**config.mk**
```make
export PLATFORM = sky130hd
export DESIGN_NAME = simd_halve_unit
export DESIGN_NICKNAME = d
export VERILOG_FILES = /design/src/rtl/simd_halve_unit.sv
export SDC_FILE = /design/constraint.sdc
export NUM_CORES = 1
export LEC_CHECK = 0
export CAP_MARGIN = 10
export CORE_MARGIN = 10
export CORE_UTILIZATION = 55
export DETAILED_ROUTE_END_ITERATION = 6
export PLACE_DENSITY = 0.88
export SLEW_MARGIN = 0
export SYNTH_ARGS = -nofsm -noshare
export SYNTH_HDL_FRONTEND = slang
export SYNTH_SLANG_ARGS = --single-unit
```
**constraint.sdc**
```tcl
create_clock -name clk -period 7.18 [get_ports clk]
set_clock_uncertainty 0.05 [all_clocks]
set_input_delay 1.436 -clock clk [delete_from_list [all_inputs] [get_ports clk]]
set_output_delay 1.436 -clock clk [all_outputs]
set_load 0.03 [all_outputs]
```
**src/rtl/simd_halve_unit.sv**
```systemverilog
module simd_halve_unit #(
  parameter int VEC_W  = 128,
  parameter int NSIZES = 3
) (
  input  logic             clk,
  input  logic             rst_n,
  input  logic             start,
  input  logic             is_unsigned,
  input  logic             subtract,
  input  logic             wide,
  input  logic [1:0]       lane_sel,
  input  logic [VEC_W-1:0] src_a,
  input  logic [VEC_W-1:0] src_b,
  output logic [VEC_W-1:0] result,
  output logic             result_valid,
  output logic             illegal
);
  localparam int HALF_W = VEC_W / 2;

  logic [VEC_W-1:0] a_eff, b_eff, sel_res, next_res;
  logic [VEC_W-1:0] lanes [NSIZES];
  logic             bad_size;

  assign a_eff    = wide ? src_a : {{HALF_W{1'b0}}, src_a[HALF_W-1:0]};
  assign b_eff    = wide ? src_b : {{HALF_W{1'b0}}, src_b[HALF_W-1:0]};
  assign bad_size = (lane_sel == 2'b11);

  for (genvar k = 0; k < NSIZES; k++) begin : g_width
    localparam int W = 8 << k;
    for (genvar g = 0; g < VEC_W / W; g++) begin : g_lane
      logic [W-1:0] ea, eb;
      logic [W:0]   xa, xb, s;
      assign ea = a_eff[g*W +: W];
      assign eb = b_eff[g*W +: W];
      assign xa = {~is_unsigned & ea[W-1], ea};
      assign xb = {~is_unsigned & eb[W-1], eb};
      assign s  = subtract ? (xa - xb) : (xa + xb);
      assign lanes[k][g*W +: W] = s[W:1];
    end
  end

  always_comb begin
    sel_res = '0;
    for (int k = 0; k < NSIZES; k++)
      if (lane_sel == k[1:0]) sel_res = lanes[k];
  end

  assign next_res = bad_size ? '0 :
                    (wide ? sel_res : {{HALF_W{1'b0}}, sel_res[HALF_W-1:0]});

  always_ff @(posedge clk) begin
    if (!rst_n) begin
      result       <= '0;
      result_valid <= 1'b0;
      illegal      <= 1'b0;
    end else begin
      result_valid <= start;
      if (start) begin
        result  <= next_res;
        illegal <= bad_size;
      end
    end
  end

  AST_ILLEGAL_ZERO: assert property (@(posedge clk) disable iff (!rst_n)
    result_valid && illegal |-> result == '0);
  AST_ILLEGAL_FLAG: assert property (@(posedge clk) disable iff (!rst_n)
    start |=> illegal == $past(lane_sel == 2'b11));
  AST_UPPER_ZERO: assert property (@(posedge clk) disable iff (!rst_n)
    start && !wide |=> result[VEC_W-1:HALF_W] == '0);
  AST_VALID_RISE: assert property (@(posedge clk) disable iff (!rst_n)
    start |=> result_valid);
  AST_VALID_DROP: assert property (@(posedge clk) disable iff (!rst_n)
    !start |=> !result_valid);
  AST_HOLD: assert property (@(posedge clk) disable iff (!rst_n)
    !start |=> $stable(result) && $stable(illegal));
endmodule

```
# After elaboration in Yosys (flattened, before gate mapping)
# Index checks and enable logic that the tools add are counted.
[word_totals] ff_bits=130 in_bits=264 elab_cells=131
[classes] add_sub_neg=56 n_eq_ne=3 mux=35 bitwise_logic=33 n_reduce_logical=1
[op_table] cell="$mux W128" count=7
[op_table] cell="$add A9 B9 Y9" count=16
[op_table] cell="$mux W9" count=16
[op_table] cell="$sub A9 B9 Y9" count=16
[op_table] cell="$add A17 B17 Y17" count=8
[op_table] cell="$mux W17" count=8
[op_table] cell="$sub A17 B17 Y17" count=8
[op_table] cell="$add A33 B33 Y33" count=4
[op_table] cell="$mux W33" count=4
[op_table] cell="$sub A33 B33 Y33" count=4
[op_table] cell="$and A1 B1 Y1" count=32
[op_table] cell="$eq A2 B2 Y1 const B" count=2
[op_table] cell="$eq A2 B1 Y1 const B" count=1
[op_table] cell="$logic_not A2 Y1" count=1
[op_table] cell="$not A1 Y1" count=1

# Logic depth before layout (Yosys ltp)
[depth] depth_word=9 depth_mapped=26 depth_no_buf=20

# Worst setup path before layout
# OpenSTA, ideal clock, no wires.
[synth_timing] path_kind="in2reg" start="in wide" end="reg result[120]" setup_time_ns=0.117 arrival_time_ns=6.240 slack_ns=0.773 cell_stages=22 cell_sequence="buf_2 buf_2 clkbuf_1 clkbuf_1 clkbuf_1 clkbuf_1 buf_1 nand2_1 ha_1 o21ai_0 o311ai_0 ha_1 a21o_1 a2111o_1 a31oi_1 o311a_1 o31ai_2 a311o_2 a211o_1 a21oi_1 o21ai_1 a22o_1"
[synth_between] elab_chain_cells=8 word_cells_on_any_way=16 classes_between="6 x add/sub; 10 x mux"
[synth_rtl] element="from (decl)" line_no="10" source="input logic wide,"
[synth_rtl] element="branches (longest 6 deep; another with $add A33 B33 Y33)"
[synth_rtl] element="$mux W128 *" line_no="49" source="(wide ? sel_res : {{HALF_W{1'b0}}, sel_res[HALF_W-1:0]});"
[synth_rtl] element="$mux W128 *" line_no="48" source="assign next_res = bad_size ? '0 :"
[synth_rtl] element="to (signal assigned)" line_no="59" source="result <= next_res;"
[synth_rtl] element="to (decl)" line_no="14" source="output logic [VEC_W-1:0] result,"
# Every way passes the cells marked *.
# A chain may end at the register's enable or synchronous reset.

# Worst setup path in the final report
[layout_timing] start="in src_b[34]" end="reg result[62]"
[layout_between] elab_chain_cells=6 word_cells_on_any_way=7 classes_between="2 x add/sub; 5 x mux"
[layout_rtl] element="from (decl)" line_no="13" source="input logic [VEC_W-1:0] src_b,"
[layout_rtl] element="$mux W128 *" line_no="25" source="assign b_eff = wide ? src_b : {{HALF_W{1'b0}}, src_b[HALF_W-1:0]};"
[layout_rtl] element="$add A33 B33 Y33 or $sub A33 B33 Y33 (tied branches)" line_no="37" source="assign s = subtract ? (xa - xb) : (xa + xb);"
[layout_rtl] element="$mux W33 *" line_no="37"
[layout_rtl] element="$mux W128 *" line_no="45" source="if (lane_sel == k[1:0]) sel_res = lanes[k];"
[layout_rtl] element="$mux W128 *" line_no="49"
[layout_rtl] element="$mux W128 *" line_no="48"
# Mark *: on every way between the ends. The rest lies on a longest branch, timed or not.

==> metrics.yaml <==
cts_tree: "done"
nets: 4145
cp.arrival_ps: 6440
grt_max_degree: 101
cts_resized: 0
synth-seq-cells: 130
synth.cell_area_um2: 23200
drcViolationCount: 2
vias: 26440
rows: 75
wl_per_cell_um: 22.0
htree_levels: 4
crit_type: "in -> reg"
grt_antenna_before_repair: 8
rsz0062_at_grt: "false"
firstDrtPassIters: 7
cp-end-kind: "flop"
grt_pass1_vias: 24717
place_inst: 4129
status: "finished with violations"
viasPerCell: 6.34
yosys_most_used_dff: "dfxtp_1"
min_from: "result[115]"
io_buffers: 393
reg2reg_from: "result[62]"
clkSinkCount: 130
cts_buffers: 17
synthesis.nets: 3852
drt_iter0_markers: 3476
num_io_pins: 394
layout_common_cells: "387 x clkdlybuf4s50_1, 343 x nor2_1, 306 x a21oi_1, 284 x nand2_1, 273 x xnor2_1"
ys_seq_area_share_pct: 11.2
max_freq_mhz: 163
clk_pin_slew_ps: 70
violations: "DRC"
synth_edf_count: 0
layout_commonest_cell: "clkdlybuf4s50_1"
ys_warn_count: 0
wl_mm: 91.7
hp-class: "reg -> reg"
cp-startpoint: "src_b[34]"
slew_violations: 0
synthArstFlopShare_pct: 0
cts_hold_buffers: 0
post_cts_buffers: 0
cp-start-kind: "primary input"
maxCapViolations: 0
start_util_pct: 55.5
crit_required_ps: 7500
cp_max_fo: 5
place.gp.congestion: 0.982
slew_headroom_pct: 19.3
final.setup.tns_ps: 0
die_area_um2: 50700
leakage_nw: 12.0
track_usage_pct: 34.7
dpl.hpwl_mm: 71.1
overflow: 0
holdWs_ps: 388
cts_buffer_depth: 2
peakVddDrop_mv: 0.216
worstMarginPinSlew_ps: 1210
layout.cells.non_filler: 4169
die_x_um: 225
power.density_nw_per_um2: 166
layout-drive-gt1-share_pct: 2.82
fin_crit_ps: 6120
postSynthCellCount: 3316
post-route-util_pct: 67.4
clkLatencyLatePin_ps: 490
ant_nets: 0
synth_cell_type_count: 81
period_share_pct: 85.2
cts-root-buf: "clkbuf_16"
setup_viol: 0
finalHoldViolations: 0
total_power_mw: 4.66
grt_pass1_wl_mm: 139
die_h_um: 225
avgSynthCellArea_um2: 6.99
core-area_um2: 41800
syn2layout_area_growth_pct: 21.4
-- synth_stat cells, drive strengths merged, types with 8 or more instances --
cell    count  area share, %
nand3      54            1.2
o22ai      37            1.0
nor2b      39            1.1
inv       155            2.5
fa         16            1.4
a21boi     16           0.52
o211a       9           0.39
or3        24           0.65
xor2      167            6.3
buf        24           0.42
a211o      10           0.38
and2       91            2.5
o221ai     26           0.98
mux2i      10           0.43
o21bai     26           0.84
a221oi     10           0.40
xnor2     273             10
nor4       18           0.49
nand2b     47            1.3
dfxtp     130             11
a211oi     29           0.96
nor2      347            5.6
o21ai     257            5.6
a22o       16           0.60
or2        11           0.30
nand4      13           0.35
nor3       81            1.7
o21a       35            1.1
ha        256             14
a21oi     306            6.6
a22oi      35            1.1
o31ai      25           0.83
o311ai      8           0.30
and3       31           0.84
o41ai      10           0.38
o211ai     21           0.68
a31oi      47            1.3
clkbuf    128            2.1
nand2     284            4.6
a21o       99            3.2
-- worst paths after layout --
path,endpoint,slack [ps],depth (start not counted)
max,result[62],1060,20
min,result[115],390,2
max reg2reg,result[62],6080,6
min reg2reg,result[115],390,2
-- metal layers --
layer  GRT usage (%)  vias to the layer above  part of all wire (%)
met3            8.59                      232                    11
met2            54.7                     1487                    44
met5               0                        -                     0
met4            15.7                        0                   4.3
met1            43.8                    12239                    40
li1                -                    12482                     -
-- critical path, stage by stage --
cell	delay (ps)
clkdlybuf4s50_1	500
nor3_1	330
nand3_1	150
nor4_1	480
and2_1	270
nand2_1	70
nor2_1	360
a21oi_1	150
xnor2_1	150
ha_1	350
and2_1	210
a221o_1	310
or3_1	320
a221oi_2	220
o41ai_1	190
a211oi_2	300
o21ai_1	150
a21oi_1	190
mux2i_1	200
a31oi_1	100
-- flip-flops by register name, summed over array words and instances, names as in the netlist --
register,flops
result_valid,1
result,128
illegal,1
-- report_power, final --
group / internal [mW] / switching, mW / leakage [nW]
Combinational: 1.18 / 1.63 / 10.6
Sequential: 0.780 / 0.0420 / 1.06
Clock: 0.606 / 0.418 / 0.317
-- through the flow --
stage          area [µm²]  setup WS [ps]
3_5_place_dp        27500            659
4_1_cts             28100           1190
3_3_place_gp        27500            802
6_report            28100           1060
5_1_grt             28100            729
2_1_floorplan       23200            773
-- cells by family (layout without fill, tap and decap cells) --
kind of cell,after synthesis,in the layout,share of synthesized area [%]
AO/OA/AOI/OAI,1083,1083,29.6
AND/OR/NAND/NOR,1065,1065,21.5
XOR/XNOR,440,440,16.6
buffers and inverters,309,615,5.04
adder cells (fa/ha/maj),272,272,15.2
flip-flops,130,130,11.2
multiplexers,17,17,0.772
other,0,8,0
-- final cells by class --
type                            instances  area [µm²]
Antenna cell                            8        20.0
Clock buffer                           19         453
Clock inverter                         13         196
Fill cell                            3666       13600
Inverter                              157         589
Multi-Input combinational cell       2877       19400
Sequential cell                       130        2600
Tap cell                              539         674
Timing Repair Buffer                  426        4180
Note: power is estimated with default switching activity, not from simulation.
